<file path="src/rtl/pwm_tribank_pkg.sv">
package pwm_tribank_pkg;
  localparam int NumTimers = 2;
  localparam int NumChan   = 3;
  localparam int CntW      = 8;
  localparam int FracW     = 2;
  localparam int DutyW     = CntW + FracW;
  localparam int DataW     = 8;
  localparam int AddrW     = 4;

  localparam logic [AddrW-1:0] AddrTimerCtl = 4'd0;
  localparam logic [AddrW-1:0] AddrChanCtl  = 4'd1;
  localparam int               AddrPeriod0  = 2;
  localparam int               AddrDutyHi0  = 4;
  localparam int               AddrDutyLo0  = 8;

  typedef struct packed {
    logic                 cycStrobe;
    logic [FracW-1:0]     phase;
    logic [NumTimers-1:0] tick;
  } strobe_t;

  typedef struct packed {
    logic [NumTimers-1:0]            run;
    logic [NumTimers-1:0]            extClk;
    logic [NumChan-1:0]              chanEn;
    logic [NumChan-1:0]              useT2;
    logic [NumTimers-1:0][CntW-1:0]  period;
    logic [NumChan-1:0][DutyW-1:0]   duty;
  } cfg_t;
endpackage

</file>
<file path="src/rtl/pwm_tribank_ctrl.sv">
module pwm_tribank_ctrl
  import pwm_tribank_pkg::*;
(
  input  logic             clk,
  input  logic             rst_n,
  input  logic             wrEn,
  input  logic [AddrW-1:0] wrAddr,
  input  logic [DataW-1:0] wrData,
  input  logic             extPin,
  output strobe_t          strobes,
  output cfg_t             cfg
);
  logic [FracW-1:0]       phaseQ;
  logic                   cycStrobe;
  logic [2:0]             pinPipe;
  logic                   riseSeen;
  logic                   pendQ;
  logic                   edgeAvail;
  logic [2*NumTimers-1:0] timerCtlQ;
  logic [2*NumChan-2:0]   chanCtlQ;
  logic [CntW-1:0]        periodQ [NumTimers];
  logic [CntW-1:0]        dutyHiQ [NumChan];
  logic [FracW-1:0]       dutyLoQ [NumChan];

  // instruction-cycle phase counter
  always_ff @(posedge clk or negedge rst_n) begin
    if (!rst_n) phaseQ <= '0;
    else        phaseQ <= phaseQ + 1'b1;
  end
  assign cycStrobe = &phaseQ;

  // two-flop synchronizer plus one history flop for edge detection
  always_ff @(posedge clk or negedge rst_n) begin
    if (!rst_n) pinPipe <= '0;
    else        pinPipe <= {pinPipe[1:0], extPin};
  end
  assign riseSeen = pinPipe[1] & ~pinPipe[2];

  // pending edge, consumed at the instruction-cycle strobe
  always_ff @(posedge clk or negedge rst_n) begin
    if (!rst_n)         pendQ <= 1'b0;
    else if (cycStrobe) pendQ <= 1'b0;
    else if (riseSeen)  pendQ <= 1'b1;
  end
  assign edgeAvail = pendQ | riseSeen;

  // control registers
  always_ff @(posedge clk or negedge rst_n) begin
    if (!rst_n) begin
      timerCtlQ <= '0;
      chanCtlQ  <= '0;
    end else if (wrEn) begin
      if (wrAddr == AddrTimerCtl) timerCtlQ <= wrData[2*NumTimers-1:0];
      if (wrAddr == AddrChanCtl)  chanCtlQ  <= wrData[2*NumChan-2:0];
    end
  end

  for (genvar t = 0; t < NumTimers; t++) begin : g_timerRegs
    always_ff @(posedge clk or negedge rst_n) begin
      if (!rst_n) periodQ[t] <= '0;
      else if (wrEn && wrAddr == AddrW'(AddrPeriod0 + t)) periodQ[t] <= wrData;
    end
    assign cfg.period[t]    = periodQ[t];
    assign cfg.run[t]       = timerCtlQ[t];
    assign cfg.extClk[t]    = timerCtlQ[NumTimers + t];
    assign strobes.tick[t]  = cycStrobe & timerCtlQ[t] &
                              (timerCtlQ[NumTimers + t] ? edgeAvail : 1'b1);
  end

  for (genvar c = 0; c < NumChan; c++) begin : g_chanRegs
    always_ff @(posedge clk or negedge rst_n) begin
      if (!rst_n) begin
        dutyHiQ[c] <= '0;
        dutyLoQ[c] <= '0;
      end else if (wrEn) begin
        if (wrAddr == AddrW'(AddrDutyHi0 + c)) dutyHiQ[c] <= wrData;
        if (wrAddr == AddrW'(AddrDutyLo0 + c)) dutyLoQ[c] <= wrData[DataW-1 -: FracW];
      end
    end
    assign cfg.duty[c]   = {dutyHiQ[c], dutyLoQ[c]};
    assign cfg.chanEn[c] = chanCtlQ[c];
    if (c == 0) begin : g_fixed
      assign cfg.useT2[c] = 1'b0;
    end else begin : g_sel
      assign cfg.useT2[c] = chanCtlQ[NumChan + c - 1];
    end
  end

  assign strobes.cycStrobe = cycStrobe;
  assign strobes.phase     = phaseQ;
endmodule

</file>
<file path="src/rtl/pwm_tribank_dp.sv">
module pwm_tribank_dp
  import pwm_tribank_pkg::*;
(
  input  logic                 clk,
  input  logic                 rst_n,
  input  strobe_t              strobes,
  input  cfg_t                 cfg,
  output logic [NumChan-1:0]   pwmOut,
  output logic [NumTimers-1:0] periodHit
);
  logic [CntW-1:0]      cntQ  [NumTimers];
  logic [CntW-1:0]      perSh [NumTimers];
  logic [NumTimers-1:0] wrapNow;
  logic [NumTimers-1:0] hitQ;
  logic [DutyW-1:0]     dutySh [NumChan];

  for (genvar t = 0; t < NumTimers; t++) begin : g_timer
    assign wrapNow[t] = strobes.tick[t] && (cntQ[t] == perSh[t]);

    always_ff @(posedge clk or negedge rst_n) begin
      if (!rst_n) begin
        cntQ[t]  <= '0;
        perSh[t] <= '0;
        hitQ[t]  <= 1'b0;
      end else begin
        hitQ[t] <= wrapNow[t];
        if (strobes.tick[t]) cntQ[t] <= wrapNow[t] ? '0 : cntQ[t] + 1'b1;
        if (!cfg.run[t] || wrapNow[t]) perSh[t] <= cfg.period[t];
      end
    end


    match_count_zero_chk: assert property (@(posedge clk) disable iff (!rst_n)
      hitQ[t] |-> cntQ[t] == '0);

    stopped_hold_chk: assert property (@(posedge clk) disable iff (!rst_n)
      !cfg.run[t] |=> $stable(cntQ[t]));

    count_on_strobe_chk: assert property (@(posedge clk) disable iff (!rst_n)
      (cntQ[t] != $past(cntQ[t])) |-> $past(strobes.cycStrobe));

    shadow_boundary_chk: assert property (@(posedge clk) disable iff (!rst_n)
      ($past(cfg.run[t]) && cntQ[t] != '0) |-> $stable(perSh[t]));
  end

  assign periodHit = hitQ;

  for (genvar c = 0; c < NumChan; c++) begin : g_chan
    logic            tSel;
    logic [CntW-1:0] cntSel;
    logic            highNow;

    assign tSel   = cfg.useT2[c];
    assign cntSel = cntQ[tSel];

    always_ff @(posedge clk or negedge rst_n) begin
      if (!rst_n) dutySh[c] <= '0;
      else if (!cfg.run[tSel] || wrapNow[tSel]) dutySh[c] <= cfg.duty[c];
    end

    // external mode drops the fractional bits; internal mode uses all ten
    always_comb begin
      if (cfg.extClk[tSel]) highNow = cntSel < dutySh[c][DutyW-1:FracW];
      else                  highNow = {cntSel, strobes.phase} < dutySh[c];
    end

    assign pwmOut[c] = cfg.chanEn[c] & highNow;


    duty_zero_low_chk: assert property (@(posedge clk) disable iff (!rst_n)
      (dutySh[c] == '0) |-> !pwmOut[c]);
  end
endmodule

</file>
<file path="src/rtl/pwm_tribank.sv">
module pwm_tribank
  import pwm_tribank_pkg::*;
(
  input  logic                 clk,
  input  logic                 rst_n,
  input  logic                 wrEn,
  input  logic [AddrW-1:0]     wrAddr,
  input  logic [DataW-1:0]     wrData,
  input  logic                 extPin,
  output logic [NumChan-1:0]   pwmOut,
  output logic [NumTimers-1:0] periodHit
);
  strobe_t strobes;
  cfg_t    cfg;

  pwm_tribank_ctrl u_ctrl (
    .clk     (clk),
    .rst_n   (rst_n),
    .wrEn    (wrEn),
    .wrAddr  (wrAddr),
    .wrData  (wrData),
    .extPin  (extPin),
    .strobes (strobes),
    .cfg     (cfg)
  );

  pwm_tribank_dp u_dp (
    .clk       (clk),
    .rst_n     (rst_n),
    .strobes   (strobes),
    .cfg       (cfg),
    .pwmOut    (pwmOut),
    .periodHit (periodHit)
  );
endmodule

</file>
<file path="config.mk">
export PLATFORM = sky130hd
export DESIGN_NAME = pwm_tribank
export DESIGN_NICKNAME = d
export VERILOG_FILES = /design/src/rtl/pwm_tribank_pkg.sv /design/src/rtl/pwm_tribank_ctrl.sv /design/src/rtl/pwm_tribank_dp.sv /design/src/rtl/pwm_tribank.sv
export SDC_FILE = /design/constraint.sdc
export NUM_CORES = 1
export LEC_CHECK = 0
export BUFFER_PORTS_ARGS = -buffer_cell sky130_fd_sc_hd__buf_2
export CAP_MARGIN = 10
export CORE_MARGIN = 5
export CORE_UTILIZATION = 40
export CTS_CLUSTER_DIAMETER = 60
export CTS_CLUSTER_SIZE = 28
export DETAILED_ROUTE_END_ITERATION = 10
export GPL_TIMING_DRIVEN = 0
export HOLD_SLACK_MARGIN = 0.08
export PLACE_DENSITY_LB_ADDON = 0.1
export SYNTH_ARGS = -nofsm -noshare
export SYNTH_HDL_FRONTEND = slang
export SYNTH_SLANG_ARGS = --single-unit
</file>
<file path="constraint.sdc">
create_clock -name clk -period 3.1 [get_ports clk]
set_clock_uncertainty 0.05 [all_clocks]
set_input_delay 0.465 -clock clk [delete_from_list [all_inputs] [get_ports clk]]
set_output_delay 0.465 -clock clk [all_outputs]
set_load 0.05 [all_outputs]
</file>
==> run_summary.xml <==
<?xml version="1.0" encoding="UTF-8"?>
<metrics>
  <group name="outcome">
    <metric name="outcome" unit="">finished, final reports clean</metric>
  </group>
  <group name="layout">
    <metric name="number_of_nets_in_the_layout" unit="">603</metric>
    <metric name="proportion_of_layout_cells_with_a_drive_suffix_above_1" unit="%">34.4</metric>
    <metric name="antenna_cells_inserted" unit="">0</metric>
    <metric name="layout_common_cells" unit="">sky130_fd_sc_hd__dfrtp_1, sky130_fd_sc_hd__mux2_2, sky130_fd_sc_hd__inv_1</metric>
    <metric name="layout_commonest_cell" unit="">sky130_fd_sc_hd__dfrtp_1</metric>
    <metric name="num-fill-cells" unit="">1346</metric>
    <metric name="layout-area-overhead-vs-synth" unit="%">18.2</metric>
    <metric name="final_cell_count_no_fill" unit="">755</metric>
  </group>
  <group name="global_route">
    <metric name="sum_of_overflow_across_all_layers_after_global_routing" unit="">0</metric>
    <metric name="antenna_found_initial" unit="">0</metric>
    <metric name="first_global_vias" unit="">4102</metric>
    <metric name="global_route_wire_length_before_repair" unit="um">23100</metric>
    <metric name="overall_track_demand_over_capacity_in_global_routing" unit="%">17.1</metric>
    <metric name="grt_start_max_net_pins" unit="">97</metric>
  </group>
  <group name="synthesis">
    <metric name="proportion_of_synthesized_flip_flops_having_asynchronous_set_or_reset" unit="%">100</metric>
    <metric name="mappedNetlistArea" unit="um2">6170</metric>
    <metric name="post_synth_fa_ha_maj_area_fraction" unit="%">6.70</metric>
    <metric name="yosys.area_share.xor_xnor" unit="%">2.27</metric>
    <metric name="synthesis.instances" unit="">508</metric>
    <metric name="synth-compound-area-share" unit="%">7.10</metric>
    <metric name="postSynthRegisterBits" unit="">125</metric>
    <metric name="ys_top_cells_by_area" unit="">sky130_fd_sc_hd__dfrtp_1, sky130_fd_sc_hd__mux2_2, sky130_fd_sc_hd__ha_1, sky130_fd_sc_hd__inv_1, sky130_fd_sc_hd__o21ai_0</metric>
    <metric name="synth_largest_type_area_fraction" unit="%">50.7</metric>
    <metric name="synth_area_leader_cell" unit="">sky130_fd_sc_hd__dfrtp_1</metric>
    <metric name="synth-simple-area-share" unit="%">8.24</metric>
    <metric name="synth.yosys.warnings" unit="">0</metric>
    <metric name="synth.area.mux_share" unit="%">21.3</metric>
    <metric name="ys_dominant_reg_cell" unit="">sky130_fd_sc_hd__dfrtp_1</metric>
    <metric name="post_synth_num_cell_types" unit="">42</metric>
    <metric name="syn_nets" unit="">557</metric>
    <metric name="synth-edff-count" unit="">0</metric>
    <metric name="syn-mean-instance-area" unit="um2">12.1</metric>
    <metric name="synth_sequential_area_ratio" unit="%">50.7</metric>
    <metric name="synth_top_family_by_area" unit="">multiplexers</metric>
  </group>
  <group name="place">
    <metric name="numPortBuffers" unit="">19</metric>
    <metric name="dp_hpwl" unit="um">9670</metric>
    <metric name="place_inst" unit="">716</metric>
    <metric name="pre_cts_ws" unit="ns">-0.0282</metric>
    <metric name="placer_congestion" unit="">0.815</metric>
  </group>
  <group name="critical_path">
    <metric name="path_class" unit="">flip-flop to primary output</metric>
    <metric name="critPathLaunchType" unit="">flip-flop</metric>
    <metric name="critical_path.endpoint_type" unit="">primary output</metric>
    <metric name="critPathArrivalTime" unit="ns">2.46</metric>
    <metric name="largest_fanout_on_the_critical_path" unit="">5</metric>
    <metric name="crit_required" unit="ns">2.58</metric>
    <metric name="critical-path-top-cell-by-count" unit="">sky130_fd_sc_hd__buf_6</metric>
    <metric name="critical_path.max_stage_delay" unit="ns">0.39</metric>
    <metric name="path_cells" unit="">buf_6 &gt; mux2_2 &gt; ha_1 &gt; a21oi_2 &gt; nor2b_1 &gt; o21ai_1 &gt; nand3b_1 &gt; a211oi_4 &gt; buf_6</metric>
    <metric name="critical-path-slowest-cell" unit="">sky130_fd_sc_hd__dfrtp_2</metric>
  </group>
  <group name="sta">
    <metric name="max_slew_headroom" unit="%">42.6</metric>
    <metric name="max_freq" unit="MHz">336</metric>
    <metric name="final_period_minus_worst_setup_slack" unit="ns">2.97</metric>
    <metric name="finalCritPeriodShare" unit="%">95.9</metric>
    <metric name="setup_tns" unit="ns">0</metric>
    <metric name="finalHoldViolCount" unit="">0</metric>
    <metric name="setup_slack" unit="ns">0.127</metric>
    <metric name="setup_viol" unit="">0</metric>
    <metric name="worst_slew_pin_slew" unit="ns">0.858</metric>
    <metric name="slew_viol_final" unit="">0</metric>
  </group>
  <group name="drt">
    <metric name="starting_drt_drc_count" unit="">228</metric>
    <metric name="wl" unit="um">13900</metric>
    <metric name="routed-via-count" unit="">3943</metric>
    <metric name="routed_via_density" unit="">5.22</metric>
    <metric name="drt-pass1-iter-count" unit="">4</metric>
    <metric name="post_drt_wl_per_cell" unit="um">18.4</metric>
    <metric name="postRouteAntennaNets" unit="">0</metric>
    <metric name="drc_errors" unit="">0</metric>
  </group>
  <group name="floorplan">
    <metric name="fp.dieArea" unit="um2">18000</metric>
    <metric name="start_util" unit="%">40.7</metric>
    <metric name="core_area" unit="um2">15100</metric>
    <metric name="io_pins" unit="">21</metric>
    <metric name="die_y" unit="um">134</metric>
    <metric name="placementRows" unit="">45</metric>
    <metric name="die_w" unit="um">134</metric>
  </group>
  <group name="clock_network">
    <metric name="clk_root_buffer_cell" unit="">sky130_fd_sc_hd__clkbuf_16</metric>
    <metric name="tritoncts" unit="">done</metric>
    <metric name="clk_pin_slew_worst_paths" unit="ns">0.06</metric>
    <metric name="cts.sinks" unit="">125</metric>
    <metric name="clkLatencyLatePin" unit="ns">0.41</metric>
    <metric name="cts_buffers" unit="">17</metric>
    <metric name="clock_tree.htree_level_count" unit="">4</metric>
    <metric name="clk_path_buf_depth" unit="">2</metric>
  </group>
  <group name="min_path">
    <metric name="holdCritPathClass" unit="">input pin to flip-flop</metric>
  </group>
  <group name="power">
    <metric name="power.ir.vdd_worst" unit="mV">0.549</metric>
    <metric name="power_per_cell_area" unit="nW/um2">863</metric>
    <metric name="static-leakage-power" unit="nW">3.34</metric>
  </group>
  <group name="job">
    <metric name="cap_violations" unit="">0</metric>
  </group>
</metrics>
[kinds of logic (layout without fill, tap and decap cells)]
| logic type | count (synthesis) | count (layout) |
|---|---|---|
| DFF | 125 | 125 |
| muxes | 114 | 114 |
| buffers and inverters | 54 | 113 |
| xor gates and xnor gates | 16 | 16 |
| and+or+nand+nor | 96 | 96 |
| adders and majority gates | 33 | 33 |
| AOI/OAI and AO/OA | 70 | 70 |
[through the flow]
| step | power (mW) | hold slack [ns] | cell area [um2] | util (%) |
|---|---|---|---|---|
| CTS | 6.32 | 0.0955 | 7240 | 47.8 |
| floorplan | 3.70 | 0.119 | 6190 | - |
| global placement | 4.10 | 0.287 | 6520 | 43.1 |
| finish | 6.29 | 0.113 | 7290 | 48.1 |
| global route | 6.71 | 0.102 | 7290 | 48.1 |
| detailed placement | 4.17 | 0.289 | 6560 | 43.3 |
[flip-flops by register name (all words and copies together), names as in the netlist]
name / count
u_ctrl.cfg: 46
u_ctrl.chanCtlQ: 5
u_ctrl.pendQ: 1
u_ctrl.phaseQ: 2
u_ctrl.pinPipe: 3
u_ctrl.timerCtlQ: 4
u_dp.cntQ: 16
u_dp.dutySh: 30
u_dp.perSh: 16
u_dp.periodHit: 2
[path summary, 6_finish.rpt]
| kind | start | end | slack [ns] | depth (start not counted) |
|---|---|---|---|---|
| max in group asynchronous | rst_n | u_ctrl.chanCtlQ[4] | 1.80 | 3 |
| min reg2reg | u_ctrl.pinPipe[0] | u_ctrl.pinPipe[1] | 0.30 | 0 |
| max reg2reg | u_ctrl.phaseQ[1] | u_dp.perSh[15] | 0.72 | 7 |
| max | u_ctrl.chanCtlQ[3] | pwmOut[1] | 0.13 | 9 |
| min | extPin | u_ctrl.pinPipe[0] | 0.11 | 1 |
| min in group asynchronous | rst_n | u_ctrl.cfg[6] | 0.45 | 2 |
[cells in the mapped netlist (3+ instances only)]
| master | instances |
|---|---|
| sky130_fd_sc_hd__dfrtp_1 | 125 |
| sky130_fd_sc_hd__nand2b_1 | 8 |
| sky130_fd_sc_hd__xor2_1 | 8 |
| sky130_fd_sc_hd__mux2_2 | 108 |
| sky130_fd_sc_hd__nand4_1 | 6 |
| sky130_fd_sc_hd__inv_1 | 40 |
| sky130_fd_sc_hd__nand3_1 | 6 |
| sky130_fd_sc_hd__nand3b_1 | 5 |
| sky130_fd_sc_hd__nor3_1 | 9 |
| sky130_fd_sc_hd__o21ai_0 | 28 |
| sky130_fd_sc_hd__a21oi_1 | 14 |
| sky130_fd_sc_hd__a22o_1 | 5 |
| sky130_fd_sc_hd__ha_1 | 33 |
| sky130_fd_sc_hd__nor2b_1 | 8 |
| sky130_fd_sc_hd__o21a_1 | 3 |
| sky130_fd_sc_hd__a21o_1 | 8 |
| sky130_fd_sc_hd__xnor2_1 | 8 |
| sky130_fd_sc_hd__and3_1 | 3 |
| sky130_fd_sc_hd__nor2_1 | 11 |
| sky130_fd_sc_hd__nand2_1 | 30 |
| sky130_fd_sc_hd__a211oi_1 | 3 |
| sky130_fd_sc_hd__clkbuf_1 | 8 |
[routing by layer]
| layer | GRT usage [%] | wire (um) | up-vias |
|---|---|---|---|
| li1 | - | - | 1882 |
| met1 | 24.0 | 6890 | 1973 |
| met2 | 25.7 | 6260 | 65 |
| met3 | 3.64 | 408 | 23 |
| met4 | 7.24 | 321 | 0 |
| met5 | 0 | 0 | - |
[where the power goes]
| group | switching, mW | total (mW) | internal [mW] | leakage [nW] |
|---|---|---|---|---|
| combinational | 0.855 | 1.77 | 0.911 | 1.51 |
| clock | 0.711 | 2.09 | 1.38 | 0.295 |
| sequential | 0.324 | 2.43 | 2.11 | 1.54 |
| total | 1.89 | 6.29 | 4.40 | 3.34 |
[critical path: cells and delay by family, from the launching register on]
kind	cells	cell delay [ns]
adders and majority gates	1	0.30
muxes	1	0.33
DFF	1	0.39
buffers and inverters	2	0.31
AOI/OAI and AO/OA	3	0.52
and+or+nand+nor	2	0.19
[final cells by class]
type                            count  area (um2)  share of cell area, %
Multi-Input combinational cell    329        2860                   39.2
Sequential cell                   125        3130                   43.0
Timing Repair Buffer               29         215                   2.95
Clock buffer                       21         460                   6.32
Tap cell                          188         235                   3.23
Buffer                             12        70.1                  0.961
Inverter                           40         150                   2.06
Clock inverter                     11         165                   2.27
[repair_timing]
action                                 in CTS  in global routing
setup endpoints to repair                   2                  2
pin swaps                                   0                  6
buffers inserted                            6                  2
endpoints found under the hold margin      29                  0
cloned                                      0                  0
resized for setup                           6                 11
hold buffers                                1                  0
(Power assumes the default switching activity.)
